--- src/rtl/nvs_pkg.sv ---
package nvs_pkg;
  typedef enum logic [1:0] {
    ST_IDLE = 2'd0,
    ST_COPY = 2'd1,
    ST_HOLD = 2'd2
  } xfer_st_e;
endpackage

--- src/rtl/nvs_ram.sv ---
module nvs_ram #(
  parameter int AW = 6,
  parameter int NB = 2
) (
  input  logic            clk,
  input  logic            we,
  input  logic [NB-1:0]   wmask,
  input  logic [AW-1:0]   waddr,
  input  logic [8*NB-1:0] wdata,
  input  logic [AW-1:0]   raddr,
  output logic [8*NB-1:0] rdata
);
  localparam int DEPTH = 1 << AW;

  logic [8*NB-1:0] mem [DEPTH];

  always_ff @(posedge clk) begin
    for (int b = 0; b < NB; b++) begin
      if (we && wmask[b]) mem[waddr][8*b +: 8] <= wdata[8*b +: 8];
    end
  end

  assign rdata = mem[raddr];
endmodule

--- src/rtl/nvs_wear_ctr.sv ---
module nvs_wear_ctr #(
  parameter int LIMIT = 12,
  parameter int CW    = $clog2(LIMIT + 1)
) (
  input  logic          clk,
  input  logic          rst_n,
  input  logic          inc,
  output logic [CW-1:0] cnt,
  output logic          worn
);
  localparam logic [CW-1:0] CAP = CW'(LIMIT);

  always_ff @(posedge clk) begin
    if (!rst_n)                  cnt <= '0;
    else if (inc && (cnt < CAP)) cnt <= cnt + 1'b1;
  end

  assign worn = (cnt == CAP);
endmodule

--- src/rtl/nvs_xfer_fsm.sv ---
module nvs_xfer_fsm
  import nvs_pkg::*;
#(
  parameter int AW       = 6,
  parameter int HOLD_CYC = 4
) (
  input  logic          clk,
  input  logic          rst_n,
  input  logic          req_pu,
  input  logic          req_pf,
  input  logic          req_pin,
  input  logic          req_sw_st,
  input  logic          req_sw_rc,
  input  logic          store_ok,
  output logic          copying,
  output logic          dir_store,
  output logic [AW-1:0] idx,
  output logic          start,
  output logic          store_done,
  output logic          busy_out,
  output logic          busy_oe,
  output logic          ready
);
  localparam int HW = (HOLD_CYC > 1) ? $clog2(HOLD_CYC) : 1;

  xfer_st_e      st;
  logic          hw_src;
  logic [HW-1:0] hcnt;
  logic          nxt_store, nxt_hw;
  logic          last;

  always_comb begin
    start     = 1'b0;
    nxt_store = 1'b0;
    nxt_hw    = 1'b0;
    if (st == ST_IDLE) begin
      if (req_pu) begin
        start = 1'b1;
      end else if (store_ok && (req_pf || req_pin)) begin
        start = 1'b1; nxt_store = 1'b1; nxt_hw = 1'b1;
      end else if (store_ok && req_sw_st) begin
        start = 1'b1; nxt_store = 1'b1;
      end else if (req_sw_rc) begin
        start = 1'b1;
      end
    end
  end

  assign last = &idx;

  always_ff @(posedge clk) begin
    if (!rst_n) begin
      st        <= ST_IDLE;
      idx       <= '0;
      dir_store <= 1'b0;
      hw_src    <= 1'b0;
      hcnt      <= '0;
    end else begin
      unique case (st)
        ST_IDLE: if (start) begin
          st        <= ST_COPY;
          idx       <= '0;
          dir_store <= nxt_store;
          hw_src    <= nxt_hw;
        end
        ST_COPY: begin
          idx <= idx + 1'b1;
          if (last) begin
            if (dir_store) begin
              st   <= ST_HOLD;
              hcnt <= HW'(HOLD_CYC - 1);
            end else begin
              st <= ST_IDLE;
            end
          end
        end
        ST_HOLD: begin
          if (hcnt == '0) st <= ST_IDLE;
          else            hcnt <= hcnt - 1'b1;
        end
        default: st <= ST_IDLE;
      endcase
    end
  end

  assign copying    = (st == ST_COPY);
  assign store_done = copying && last && dir_store;
  assign ready      = (st == ST_IDLE);
  assign busy_oe    = (st == ST_HOLD) || (copying && dir_store && hw_src);
  assign busy_out   = (st == ST_HOLD);
endmodule

--- src/rtl/nvshadow_ctrl.sv ---
module nvshadow_ctrl #(
  parameter int ADDR_W      = 6,
  parameter int WIDE        = 1,
  parameter int HOLD_CYC    = 4,
  parameter int ENDUR_LIMIT = 12,
  localparam int NB = (WIDE != 0) ? 2 : 1,
  localparam int DW = 8 * NB,
  localparam int CW = $clog2(ENDUR_LIMIT + 1)
) (
  input  logic              clk,
  input  logic              rst_n,
  input  logic              cs_n,
  input  logic              we_n,
  input  logic              oe_n,
  input  logic              hb_n,
  input  logic              lb_n,
  input  logic [ADDR_W-1:0] addr,
  input  logic [DW-1:0]     wdata,
  output logic [DW-1:0]     rdata,
  output logic [NB-1:0]     rdata_oe,
  input  logic              sw_store,
  input  logic              sw_recall,
  input  logic              pwr_up,
  input  logic              pwr_fail,
  input  logic              auto_dis,
  input  logic              busy_in,
  output logic              busy_out,
  output logic              busy_oe,
  output logic              ready,
  output logic [CW-1:0]     store_cnt,
  output logic              worn
);
  logic [NB-1:0]     lane_en;
  logic [DW-1:0]     lane_mask;
  logic              host_rd, host_wr;
  logic              copying, dir_store, start, store_done, dirty;
  logic [ADDR_W-1:0] idx;
  logic [DW-1:0]     w_rd, s_rd;

  generate
    if (WIDE != 0) begin : g_wide
      assign lane_en = {~hb_n, ~lb_n};
    end else begin : g_narrow
      assign lane_en = 1'b1;
    end
    for (genvar b = 0; b < NB; b++) begin : g_mask
      assign lane_mask[8*b +: 8] = {8{lane_en[b]}};
    end
  endgenerate

  assign host_rd = ready && !cs_n &&  we_n;
  assign host_wr = ready && !cs_n && !we_n;

  nvs_xfer_fsm #(.AW(ADDR_W), .HOLD_CYC(HOLD_CYC)) u_fsm (
    .clk       (clk),
    .rst_n     (rst_n),
    .req_pu    (pwr_up),
    .req_pf    (pwr_fail && !auto_dis && dirty),
    .req_pin   (!busy_in && !busy_oe),
    .req_sw_st (sw_store),
    .req_sw_rc (sw_recall),
    .store_ok  (!worn),
    .copying   (copying),
    .dir_store (dir_store),
    .idx       (idx),
    .start     (start),
    .store_done(store_done),
    .busy_out  (busy_out),
    .busy_oe   (busy_oe),
    .ready     (ready)
  );

  nvs_ram #(.AW(ADDR_W), .NB(NB)) u_work (
    .clk  (clk),
    .we   (host_wr || (copying && !dir_store)),
    .wmask(copying ? {NB{1'b1}} : lane_en),
    .waddr(copying ? idx : addr),
    .wdata(copying ? s_rd : wdata),
    .raddr(copying ? idx : addr),
    .rdata(w_rd)
  );

  nvs_ram #(.AW(ADDR_W), .NB(NB)) u_shadow (
    .clk  (clk),
    .we   (copying && dir_store),
    .wmask({NB{1'b1}}),
    .waddr(idx),
    .wdata(w_rd),
    .raddr(idx),
    .rdata(s_rd)
  );

  nvs_wear_ctr #(.LIMIT(ENDUR_LIMIT), .CW(CW)) u_wear (
    .clk  (clk),
    .rst_n(rst_n),
    .inc  (store_done),
    .cnt  (store_cnt),
    .worn (worn)
  );

  always_ff @(posedge clk) begin
    if (!rst_n)       dirty <= 1'b0;
    else if (start)   dirty <= 1'b0;
    else if (host_wr) dirty <= 1'b1;
  end

  always_ff @(posedge clk) begin
    if (!rst_n) begin
      rdata    <= '0;
      rdata_oe <= '0;
    end else if (host_rd) begin
      rdata    <= w_rd & lane_mask;
      rdata_oe <= lane_en & {NB{!oe_n}};
    end else begin
      rdata_oe <= '0;
    end
  end
endmodule

--- config.mk ---
export PLATFORM = sky130hd
export DESIGN_NAME = nvshadow_ctrl
export DESIGN_NICKNAME = d
export VERILOG_FILES = /design/src/rtl/nvs_pkg.sv /design/src/rtl/nvs_ram.sv /design/src/rtl/nvs_wear_ctr.sv /design/src/rtl/nvs_xfer_fsm.sv /design/src/rtl/nvshadow_ctrl.sv
export SDC_FILE = /design/constraint.sdc
export NUM_CORES = 2
export LEC_CHECK = 0
export BUFFER_PORTS_ARGS = -buffer_cell sky130_fd_sc_hd__buf_2
export CORE_UTILIZATION = 40
export CTS_CLUSTER_DIAMETER = 50
export CTS_CLUSTER_SIZE = 8
export DETAILED_ROUTE_END_ITERATION = 16
export MAX_ROUTING_LAYER = met4
export PLACE_DENSITY = 0.65
export SETUP_SLACK_MARGIN = 0.1
export SLEW_MARGIN = 0
export SYNTH_ARGS = -nofsm -noshare
export SYNTH_HDL_FRONTEND = slang
export SYNTH_SLANG_ARGS = --single-unit
export TNS_END_PERCENT = 50
--- constraint.sdc ---
create_clock -name clk -period 8.3 [get_ports clk]
set_clock_uncertainty 0.2 [all_clocks]
set_input_delay 1.66 -clock clk [delete_from_list [all_inputs] [get_ports clk]]
set_output_delay 1.66 -clock clk [all_outputs]
set_load 0.01 [all_outputs]
==> qor.csv <==
stage;metric;value;unit
cells_and_area;layout cells sized above 1;0.212;
floorplanning;Initial Util;0.403;
clocking;Hold Buf Count CTS;0;
place;Final GP Congestion;1.00;
synthesis;Netlist cell types;88;
setup_path;r2r setup slk;2.25;ns
synthesis;Synth Area in Simple Gates;0.0412;
floorplanning;Die ar.;0.200;mm²
global_route;Global Route Usage Sum;0.228;
timing;Setup TNS;0;ns
place;PortBufs;60;
drt;WL/cell;31.0;µm
synthesis;ys flop type;edfxtp_1;
synthesis;mux contribution to synthesized area;0.0987;
synthesis;Yosys top cell by area;edfxtp_1;
synthesis;Synth area leaders;edfxtp_1 77%, mux4_2 9.5%, o22ai_1 2.6%;
drt;DR iter-0 viols;6597;
timing;final number of setup-violating endpoints;0;
floorplanning;Cell Rows;163;
clocking;CTS resizes;0;
global_route;global-route wire length before repair;317;mm
place;pre-CTS setup slack;2.19;ns
timing;final worst-path cycle share;0.729;
clocking;clock buffer depth;4;
floorplanning;total core area;0.197;mm²
synthesis;Avg Cell Area, Syn;19.1;µm²
clocking;Post-CTS Setup Inserts;0;
drt;drt total wl;222;mm
synthesis;mapped cell area;0.0794;mm²
global_route;number of global-route vias before repair;43811;
clocking;CTS tree;done;
synthesis;adder-cell area share of the yosys netlist;0.000630;
synthesis;complex-gate fraction of the synthesized area;0.0599;
setup_path;RR Endpoint;u_shadow.mem[57][1];
clocking;CTS Buf Count;316;
setup_path;RR Startpoint;u_fsm.st[1];
synthesis;flops & latches, synth;2089;
setup_path;WP data required;8.61;ns
cells_and_area;Layout Nets;4473;
run;max-cap check violation count;0;
synthesis;Synth top area share;0.774;
timing;max-slew violation count;0;
drt;vias after detailed routing;44029;
power_and_ir_drop;maximum VDD drop;0.244;mV
synthesis;Post-synth EDFFs;2048;
setup_path;worst r2r path cells;9;
clocking;H-tree levels;5;
setup_path;Worst setup SP type;flop;
status;status;finished, final reports clean;
setup_path;crit path kind;reg -> reg;
timing;unrepaired setup endpoints after global routing;no;
power_and_ir_drop;Power Density;272;mW/mm²
drt;Vias per Instance;6.13;
synthesis;XOR/XNOR share of the synthesized area;0.000110;
timing;post-layout min period;6.05;ns
min_path;type of the worst min-delay path;reg -> reg;
synthesis;Post-Syn Instances;4160;
timing;Max Clk Rate;165;MHz
synthesis;Ys Warns;0;
setup_path;CP arrival;6.36;ns
global_route;Overflow after GRT;0;
cells_and_area;layout overhead on the synthesized area;15.7;%
setup_path;maximum net fanout on the critical path;64;
clocking;Clock Sinks;2089;
power_and_ir_drop;leakage power;28.1;nW
clocking;Root Buffer;clkbuf_16;
timing;max_slew headroom;0.110;
cells_and_area;fillcell total;16245;
synthesis;Async SR Flop Fraction;0;
min_path;hold path depth;1;
place;final HPWL from detailed placement;129;mm
min_path;hold_sp;u_fsm.hcnt[0];
power_and_ir_drop;Tot Pwr;25.0;mW
floorplanning;Die Ht;448;µm
global_route;maximum number of pins on one net before global-route repair;115;
synthesis;Seq/Total Area, Yosys;0.785;
drt;ANT nets after route;0;
synthesis;largest family of logic cells by synthesized area;multiplexers;
floorplanning;IO Count;61;
min_path;WHS Endpoint;u_fsm.hcnt[0];
setup_path;endpoint class of the critical path;flop;
timing;Worst-Margin Slew;1.33;ns
timing;Fin. Hold Viols;0;
drt;Residual DRC;0;
clocking;Worst-path clk slew;0.05;ns
drt;first-pass iteration count of the detailed router;8;
clocking;Clk Latency, worst-skew pair;0.93;ns
synthesis;Mapped Nets;4199;
timing;Setup WS post-layout;2.25;ns
global_route;antenna violations before repair;12;
floorplanning;Die W;448;µm
registers in the layout, indices dropped and copies added, names as in the netlist, named ones only:
| name | count |
|---|---|
| dirty | 1 |
| u_fsm.hw_src | 1 |
| u_fsm.st | 2 |
| rdata | 16 |
| rdata_oe | 2 |
| u_fsm.dir_store | 1 |
| u_wear.cnt | 4 |
| u_work.mem | 1024 |
| u_shadow.mem | 1024 |
| u_fsm.hcnt | 2 |
| u_fsm.idx | 6 |
worst max-delay path: stages, from the launching register on:
cell      delay (ns)
dfxtp_1         0.30
buf_4           0.25
nand2b_2        0.64
buf_4           0.49
mux2_2          0.56
nor2_1          0.90
o221ai_1        0.64
o21ai_0         0.56
nor4_1          0.13
nand2_2         0.88
layout make-up:
type                       instances  area [µm²]  area share
antenna                           10        25.0    0.000272
clock inverter                    17         161     0.00176
clock buffer                     396        8320      0.0906
sequential                      2089       62300       0.678
timing repair buffer             216        1580      0.0172
multi-input combinational       1794       16100       0.175
inverter                          17        63.8    0.000695
tap                             2640        3300      0.0360
cell families (layout without fill, tap and decap cells):
| group | count (synthesis) | in the layout |
|---|---|---|
| DFF | 2089 | 2089 |
| and+or+nand+nor | 722 | 722 |
| AOI/OAI and AO/OA | 707 | 707 |
| adders and majority gates | 4 | 4 |
| buffers and inverters | 277 | 646 |
| other | 0 | 10 |
| xor gates and xnor gates | 1 | 1 |
| muxes | 360 | 360 |
layout by cell type, fill, tap and decap left out, drive strengths merged, types with 51 or more instances in the layout:
cell | synthesis | routed
nand2 | 170 | 170
o221ai | 51 | 51
nor2 | 286 | 286
edfxtp | 2048 | 2048
clkbuf | 106 | 396
o21ai | 94 | 94
buf | 154 | 216
mux4 | 336 | 336
o22ai | 333 | 333
nor3 | 127 | 127
metrics by stage:
stage          hold slack, ns  utilization  instance area, µm²  cells
2_1_floorplan           0.232            -               79400   4160
3_3_place_gp            0.247        0.423               83400   6756
3_5_place_dp            0.264        0.423               83400   6756
4_1_cts                 0.275        0.466               91800   7169
5_1_grt                 0.288        0.466               91900   7174
6_report                0.274        0.466               91900   7179
synth_stat cells (4+ instances only):
cell type     n
o31ai_1      15
o2111ai_1     6
nor2_1      286
o211ai_1     14
or4_1         5
nor3_1      127
o221ai_1     50
a31oi_1      17
and2_1        4
clkbuf_1    106
nand3_1      35
inv_1        16
a32oi_1       9
ha_1          4
mux4_2      336
o21ai_0      94
o31a_1        7
nand2_1     168
buf_2        76
and3_1        6
nand4_1      17
a22oi_1      22
o22ai_1     333
or3_1        10
a22o_1        9
buf_1        71
o311ai_0      9
buf_6         5
a21oi_1      38
nand2b_1      9
o22a_1       12
edfxtp_1   2048
dfxtp_1      41
a211oi_1     27
mux2_2        7
nor4_1       23
a221oi_1      5
mux2i_1      13
power breakdown:
part	switching (mW)	total, mW	internal [mW]
Combinational	1.33	1.73	0.395
Sequential	0.0265	12.1	12.1
Clock	4.22	11.1	6.93
Total	5.58	25.0	19.4
routing by layer:
layer | global-route usage | part of all wire | up-vias
met5 | - | 0 | -
met4 | 0.118 | 0.058 | 0
met3 | 0.0505 | 0.10 | 644
met2 | 0.339 | 0.46 | 2725
met1 | 0.293 | 0.38 | 22845
li1 | - | - | 17815
how the worst max path moves through the flow:
| stage | slack [ns] | from | to |
|---|---|---|---|
| floorplan | 1.52 | addr[2] | u_shadow.mem[0][9] |
| global placement | 2.24 | addr[2] | u_shadow.mem[18][13] |
| detailed placement | 2.19 | addr[2] | u_shadow.mem[34][5] |
| CTS | 2.54 | u_fsm.st[1] | u_shadow.mem[9][10] |
| global route | 2.21 | u_fsm.st[1] | u_shadow.mem[38][1] |
| finish | 2.25 | u_fsm.st[1] | u_shadow.mem[57][1] |
No activity file was read; power rests on OpenSTA's default activity.
